**config.mk**
```make
export PLATFORM = sky130hd
export DESIGN_NAME = rotbit_unit
export DESIGN_NICKNAME = d
export VERILOG_FILES = /design/src/rtl/rotbit_pkg.sv /design/src/rtl/rotbit_ctrl.sv /design/src/rtl/rotbit_dpath.sv /design/src/rtl/rotbit_unit.sv
export SDC_FILE = /design/constraint.sdc
export NUM_CORES = 1
export LEC_CHECK = 0
export ABC_AREA = 1
export BUFFER_PORTS_ARGS = -buffer_cell sky130_fd_sc_hd__buf_4
export CORE_MARGIN = 4
export CORE_UTILIZATION = 43
export DETAILED_ROUTE_END_ITERATION = 10
export GPL_ROUTABILITY_DRIVEN = 0
export PLACE_DENSITY = 0.8
export SLEW_MARGIN = 20
export SYNTH_ARGS = -nofsm -noshare
export SYNTH_HDL_FRONTEND = slang
export SYNTH_SLANG_ARGS = --single-unit
export TNS_END_PERCENT = 1
```
**constraint.sdc**
```tcl
create_clock -name vclk -period 1.25
set_clock_uncertainty 0.1 [all_clocks]
set_input_delay 0 -clock vclk [all_inputs]
set_output_delay 0 -clock vclk [all_outputs]
set_load 0.01 [all_outputs]
```
**src/rtl/rotbit_pkg.sv**
```systemverilog
package rotbit_pkg;
  localparam int DATA_W  = 8;
  localparam int IDX_W   = $clog2(DATA_W);
  localparam int FLAG_W  = 8;
  localparam int F_S     = 7;
  localparam int F_Z     = 6;
  localparam int F_H     = 4;
  localparam int F_P     = 2;
  localparam int F_N     = 1;
  localparam int F_C     = 0;
  localparam logic [IDX_W-1:0] REG_ACC = IDX_W'(7);

  typedef enum logic [1:0] {
    CL_SHIFT = 2'b00,
    CL_TEST  = 2'b01,
    CL_CLR   = 2'b10,
    CL_SET   = 2'b11
  } opClass_e;

  typedef enum logic [2:0] {
    K_RLC = 3'd0, K_RRC = 3'd1, K_RL  = 3'd2, K_RR  = 3'd3,
    K_SLA = 3'd4, K_SRA = 3'd5, K_SLL = 3'd6, K_SRL = 3'd7
  } shiftKind_e;

  typedef struct packed {
    opClass_e         opClass;
    shiftKind_e       kind;
    logic [IDX_W-1:0] bitIdx;
    logic             shortForm;
  } ctrl_t;
endpackage

```
**src/rtl/rotbit_ctrl.sv**
```systemverilog
module rotbit_ctrl
  import rotbit_pkg::*;
(
  input  logic [DATA_W-1:0] opCode,
  input  logic              shortRot,
  output ctrl_t             ctrl,
  output logic [IDX_W-1:0]  regSel,
  output logic              writeEn
);
  always_comb begin
    ctrl.shortForm = shortRot;
    ctrl.bitIdx    = opCode[5:3];
    if (shortRot) begin
      ctrl.opClass = CL_SHIFT;
      ctrl.kind    = shiftKind_e'({1'b0, opCode[4:3]});
      regSel       = REG_ACC;
    end else begin
      ctrl.opClass = opClass_e'(opCode[7:6]);
      ctrl.kind    = shiftKind_e'(opCode[5:3]);
      regSel       = opCode[2:0];
    end
    writeEn = (ctrl.opClass != CL_TEST);
  end
endmodule

```
**src/rtl/rotbit_dpath.sv**
```systemverilog
module rotbit_dpath
  import rotbit_pkg::*;
(
  input  ctrl_t             ctrl,
  input  logic [DATA_W-1:0] operand,
  input  logic              carryIn,
  input  logic [FLAG_W-1:0] flagsIn,
  output logic [DATA_W-1:0] result,
  output logic [FLAG_W-1:0] flagsOut
);
  localparam int MSB = DATA_W - 1;

  logic [DATA_W-1:0] shiftRes;
  logic [DATA_W-1:0] bitRes;
  logic              shiftOut;
  logic              testBit;

  always_comb begin
    unique case (ctrl.kind)
      K_RLC: begin shiftRes = {operand[MSB-1:0], operand[MSB]}; shiftOut = operand[MSB]; end
      K_RRC: begin shiftRes = {operand[0], operand[MSB:1]};     shiftOut = operand[0];   end
      K_RL:  begin shiftRes = {operand[MSB-1:0], carryIn};      shiftOut = operand[MSB]; end
      K_RR:  begin shiftRes = {carryIn, operand[MSB:1]};        shiftOut = operand[0];   end
      K_SLA: begin shiftRes = {operand[MSB-1:0], 1'b0};         shiftOut = operand[MSB]; end
      K_SRA: begin shiftRes = {operand[MSB], operand[MSB:1]};   shiftOut = operand[0];   end
      K_SLL: begin shiftRes = {operand[MSB-1:0], 1'b1};         shiftOut = operand[MSB]; end
      default: begin shiftRes = {1'b0, operand[MSB:1]};         shiftOut = operand[0];   end
    endcase
  end

  for (genvar i = 0; i < DATA_W; i++) begin : g_bitop
    assign bitRes[i] = (ctrl.bitIdx == IDX_W'(i)) ? (ctrl.opClass == CL_SET) : operand[i];
  end

  assign testBit = operand[ctrl.bitIdx];

  always_comb begin
    flagsOut = flagsIn;
    result   = bitRes;
    unique case (ctrl.opClass)
      CL_SHIFT: begin
        result         = shiftRes;
        flagsOut[F_H]  = 1'b0;
        flagsOut[F_N]  = 1'b0;
        flagsOut[F_C]  = shiftOut;
        if (!ctrl.shortForm) begin
          flagsOut[F_S] = shiftRes[MSB];
          flagsOut[F_Z] = (shiftRes == '0);
          flagsOut[F_P] = ~^shiftRes;
        end
      end
      CL_TEST: begin
        result        = operand;
        flagsOut[F_Z] = ~testBit;
        flagsOut[F_S] = (ctrl.bitIdx == IDX_W'(MSB)) & testBit;
        flagsOut[F_P] = ~testBit;
        flagsOut[F_H] = 1'b1;
        flagsOut[F_N] = 1'b0;
      end
      default: ;
    endcase
  end
endmodule

```
**src/rtl/rotbit_unit.sv**
```systemverilog
module rotbit_unit
  import rotbit_pkg::*;
(
  input  logic [7:0] opCode,
  input  logic [7:0] operand,
  input  logic       carryIn,
  input  logic [7:0] flagsIn,
  input  logic       shortRot,
  output logic [7:0] result,
  output logic [7:0] flagsOut,
  output logic       writeEn,
  output logic [2:0] regSel
);
  ctrl_t ctrl;

  rotbit_ctrl u_ctrl (
    .opCode  (opCode),
    .shortRot(shortRot),
    .ctrl    (ctrl),
    .regSel  (regSel),
    .writeEn (writeEn)
  );

  rotbit_dpath u_dpath (
    .ctrl    (ctrl),
    .operand (operand),
    .carryIn (carryIn),
    .flagsIn (flagsIn),
    .result  (result),
    .flagsOut(flagsOut)
  );
endmodule

```
==> Yosys cells after proc, flatten, opt, wreduce, memory -nomap -nowiden <==
Index checks and enable logic that the tools add are counted.
W data, S select, Z words.
{ "word_totals": {"register_bits": 0, "word_cells": 46, "output_inout_bits": 20, "inputBits": 26} }
{ "op_classes": {"bitwise": 2, "reduce_logical": 6, "mux": 21, "order_cmp": 1, "eq_ne": 16} }
{ "ops": {"columns": ["operator", "n"], "rows": [
  ["$pmux W8 S7", 1],
  ["$eq A3 B3 Y1 const B", 7],
  ["$pmux W8 S2", 1],
  ["$eq A3 B2 Y1 const B", 4],
  ["$mux W1", 12],
  ["$logic_not A8 Y1", 1],
  ["$pmux W2 S2", 2],
  ["$reduce_xnor A8 Y1", 1],
  ["$eq A3 B1 Y1 const B", 2],
  ["$logic_not A3 Y1", 2],
  ["$mux W5", 1],
  ["$lt A3 B4 Y1 const B", 1],
  ["$reduce_or A4 Y1", 1],
  ["$bmux W1 S3", 1],
  ["$mux W3", 1],
  ["$eq A2 B1 Y1 const B", 1],
  ["$eq A2 B2 Y1 const B", 1],
  ["$logic_not A2 Y1", 1],
  ["$mux W2", 1],
  ["$ne A2 B1 Y1 const B", 1],
  ["$pmux W1 S2", 1],
  ["$and A1 B1 Y1", 1],
  ["$not A1 Y1", 1]
]} }

==> Logic depth before layout (Yosys ltp) <==
{ "depth": {"word_depth": 6, "depth_mapped": 15} }

==> By module <==
A second synthesis with hierarchy kept.
{ "hier_totals": {"cells_unflattened": 174, "area_unflattened_um2": 888.4} }
{ "modules_own_cells": {"columns": ["mod", "cells_per_inst", "instances", "seq_area_each_um2", "area_each_um2"], "rows": [
  ["rotbit_dpath", 157, 1, 0.0, 793.3],
  ["rotbit_ctrl", 17, 1, 0.0, 95.1]
]} }

==> Least setup slack after synthesis <==
No wires, ideal clock.
{ "synth_timing": {"kind": "input port to output port", "from": "input opCode[5]", "to": "output flagsOut[2]", "t_arrival_ns": 1.273, "path_stages": 15, "slack_ns": -0.123, "path_buffers": 1, "cell_sequence": "buf_4 -> inv_2 -> nor2_1 -> nor2_1 -> nor2_1 -> nand2_2 -> inv_1 -> ha_1 -> nand2_1 -> inv_1 -> nor2_1 -> nand2_1 -> nand3_1 -> nand2_1 -> nand3_1"} }
{ "synth_via": {"elab_chain_cells": 6} }
{ "synth_rtl": {"columns": ["element", "line", "rtl"], "rows": [
  ["start, declared", "rotbit_unit.sv:4", "input logic [7:0] opCode,"],
  ["$mux W5", "rotbit_ctrl.sv:13", "if (shortRot) begin"],
  ["$eq A3 B3 Y1 (tied with other cells)", "rotbit_dpath.sv:19", "unique case (ctrl.kind)"],
  ["$pmux W8 S7", "rotbit_dpath.sv:19", null],
  ["$reduce_xnor A8 Y1", "rotbit_dpath.sv:49", "flagsOut[F_P] = ~^shiftRes;"],
  ["$mux W1", "rotbit_dpath.sv:46", "if (!ctrl.shortForm) begin"],
  ["$pmux W2 S2 (*)", "rotbit_dpath.sv:40", "unique case (ctrl.opClass)"],
  ["end, declared", "rotbit_unit.sv:10", "output logic [7:0] flagsOut,"]
]} }
Mark *: on every way between the ends. The rest lies on a longest branch, timed or not. The select of a mux whose other input is x is not followed.

==> Worst setup path in the final report <==
{ "layout_timing": {"from": "input shortRot", "to": "output flagsOut[2]"} }
{ "layout_via": {"elab_chain_cells": 6} }
{ "layout_rtl": {"columns": ["element", "line", "rtl"], "rows": [
  ["start, declared", "rotbit_unit.sv:8", "input logic shortRot,"],
  ["$mux W5", "rotbit_ctrl.sv:13", null],
  ["$eq A3 B3 Y1 (tied with other cells)", "rotbit_dpath.sv:19", null],
  ["$pmux W8 S7", "rotbit_dpath.sv:19", null],
  ["$reduce_xnor A8 Y1", "rotbit_dpath.sv:49", null],
  ["$mux W1", "rotbit_dpath.sv:46", null],
  ["$pmux W2 S2 (*)", "rotbit_dpath.sv:40", null]
]} }
Mark *: on every way between the ends. The rest lies on a longest branch, timed or not.

==> summary.md <==
| Metric | Value |
|---|---|
| Die height | about 53 µm |
| Critical path class | input port to primary output |
| Share of layout cells above drive strength 1 | around half |
| Least-Margin Pin Slew | about 0.22 ns |
| DRC | 0 |
| Synth Area in Adders | roughly 5.8% |
| Fin cells | 264 |
| Critical Path End Type | primary output |
| Delay-heaviest family, CP | simple AND/OR/NAND/NOR gates |
| Initial Util | about 48% |
| FP Rows | 15 |
| Post-synth cell types | 29 |
| Setup ws final | -0.2701 ns |
| Port Buf Inserts | 42 |
| Total track usage | around 30% |
| Core outline area | approximately 1800 µm² |
| DRT Wirelength | around 4.5 mm |
| Mapped Avg Cell Area | 5.125 µm² |
| Antenna viol nets, final | 0 |
| Largest net degree at the start of global routing | 12 |
| Mapped Nets | 197 |
| Clock buffer count | 0 |
| Critical path arrival | 1.42 ns |
| 1st-iter DRT viols | 112 |
| Setup-failing EPs final | 4 |
| Leak Pwr | about 0.88 nW |
| Max Cap Viol | 0 |
| Violated checks | negative setup slack |
| Placed Cells | between 200 and 300 |
| Pwr/cell area | slightly below 500 nW/µm² |
| Cell count after synthesis | approximately 170 |
| Final nets | around 270 |
| Multiplexer share of the synthesized area | 0% |
| CP bufs+invs | 3 |
| Slowest cell on the critical path | ha_4 |
| Filler Cell Count | 88 |
| Most frequent cells in the layout | buf_4 (69), nand2_1 (50), inv_1 (16), nand3_1 (16) |
| Synth Area in Simple Gates | a little over half |
| Combinational family with the most area after synthesis | simple AND/OR/NAND/NOR gates |
| RSZ-0062 raised after global routing | yes |
| Period Utilization, post-route | 121.6% |
| Xor/xnor share of the synthesized area | 2.047% |
| Status | finished, violations left |
| Worst EP required | between 1 and 1.5 ns |
| Most common cell after layout, fill and taps aside | buf_4 |
| Register area | 0 µm² |
| First-pass GRT wire length | about 6.3 mm |
| Final hold vios | 0 |
| Core Util, Final | between 90% and 100% |
| Post-DP HPWL | 2.618 mm |
| Sequential area share after synthesis | 0% |
| Die area | ~2800 µm² |
| Min Clock Period, post-route | 1.520 ns |
| Crit Path Max Fanout | 3 |
| Area grow syn2layout | 91.81% |
| Post-synthesis compound-gate area fraction | between 10% and 20% |
| TritonRoute pass-1 iters | 5 |
| Max-slew violations | 0 |
| Die width | between 50 and 60 µm |
| Worst-path cell chain | buf_8, nor2_4, nor2_1, nor2_1, nand2_2, inv_2, ha_4, xnor2_2, nand2_1, nand3_1, nand2_1, nand3_2, buf_6 |
| Avg WL per Cell | approximately 17 µm |
| Syn. warnings | 0 |
| Seq cells | 0 |
| Total grt overflow | 0 |
| Vias per inst | between 5 and 6 |
| Max-Slew Margin vs Limit | 85.04% |
| Max Freq | ~0.66 GHz |
| Total number of vias | 1514 |
| Crit-path max cell delay | between 0.2 and 0.25 ns |
| Worst setup SP type | input port |
| Top-Level Pins | 46 |
| Mapped Area | 855.8 µm² |
| Min-Delay Path Class | input port to primary output |
| Number of global-route vias before repair | approximately 1400 |
| Peak VDD IR | ~0.34 mV |
| N_diodes | 0 |
| Initial antenna violation count | 0 |
[power by group]
| group | switching [W] | leakage, nW | internal (W) | total, W |
|---|---|---|---|---|
| Combinational | 0.000394 | 0.884 | 0.000394 | 0.000788 |
| Sequential | 0 | 0 | 0 | 0 |
| Clock | 0 | 0 | 0 | 0 |
[final timing paths]
path / from / end / slack, ns / cells after the start
max: shortRot / flagsOut[2] / -0.27 / 13
min: opCode[2] / regSel[2] / 0.17 / 3
[metrics by stage]
step	area, µm²	hold slack [ns]	total power, W	setup TNS (ns)	setup slack (ns)
2_1_floorplan	902.1	-0.01287	0.0003439	0	0.01027
6_report	1642	0.1664	0.0007882	-0.4503	-0.2701
5_1_grt	1642	0.1738	0.0008490	-0.6767	-0.3806
3_5_place_dp	1405	-0.09988	0.0006215	-0.4024	-0.2713
3_3_place_gp	1405	-0.09988	0.0006033	-0.3648	-0.2653
4_1_cts	1592	0.1646	0.0007157	-0.1169	-0.1169
[metal layers]
layer | track usage, % | vias up | wire length (µm)
met3 | 5.983 | 28 | 524
met1 | 34.06 | 678 | 1599
li1 | - | 680 | -
met5 | 0 | - | 0
met2 | 52.07 | 128 | 2149
met4 | 17.02 | 0 | 233
[cell type report]
cell class	instances	area (µm²)	area share, %
Inverter	30	130.1	7.927
Multi-Input combinational cell	131	825.8	50.31
Tap cell	25	31.28	1.905
Timing Repair Buffer	78	654.4	39.86
[synth_stat cells]
cell      instances  area share (%)
nand2_4           2             2.6
clkinv_1          1            0.44
nor2_1           13             5.7
buf_6             2             2.6
o21ai_2           1             1.0
a31oi_2           1             1.5
inv_2             7             3.1
o211ai_1          5             4.4
nand3_1          18              11
o21a_1            2             1.8
nand3_2           1             1.2
xnor2_1           2             2.0
inv_4             1            0.73
nand2_2           2             1.5
nand2_1          54              24
buf_4             3             2.6
nand4_1           2             1.5
inv_1            20             8.8
nand3b_1          1            0.88
buf_2             1            0.58
o21ai_0           7             4.1
ha_1              4             5.8
o22ai_1           2             1.5
o21ai_1           2             1.2
or2_2             3             2.2
nor2_4            2             2.6
clkinv_4          1             1.0
a21oi_1           4             2.3
nor2_2            3             2.2
[worst min-delay path: stages]
cell and delay (ns):
buf_4 0.07, or2_2 0.09, buf_4 0.11
[logic make-up (layout without fill, tap and decap cells)]
| kind of cell | after synthesis | after routing |
|---|---|---|
| compound gates | 24 | 24 |
| buf+inv | 36 | 108 |
| xor+xnor | 2 | 2 |
| fa+ha+maj | 4 | 4 |
| simple gates | 101 | 101 |
[what timing repair did]
| action | CTS | global route |
|---|---|---|
| endpoints found under the hold margin | 2 | 0 |
| setup buffers | 3 | 2 |
| resized for setup | 30 | 10 |
| gates cloned | 1 | 0 |
| hold buffers | 2 | 0 |
| setup endpoints to repair | 2 | 2 |
| pin swaps | 13 | 7 |
No activity file was read; power rests on OpenSTA's default activity.
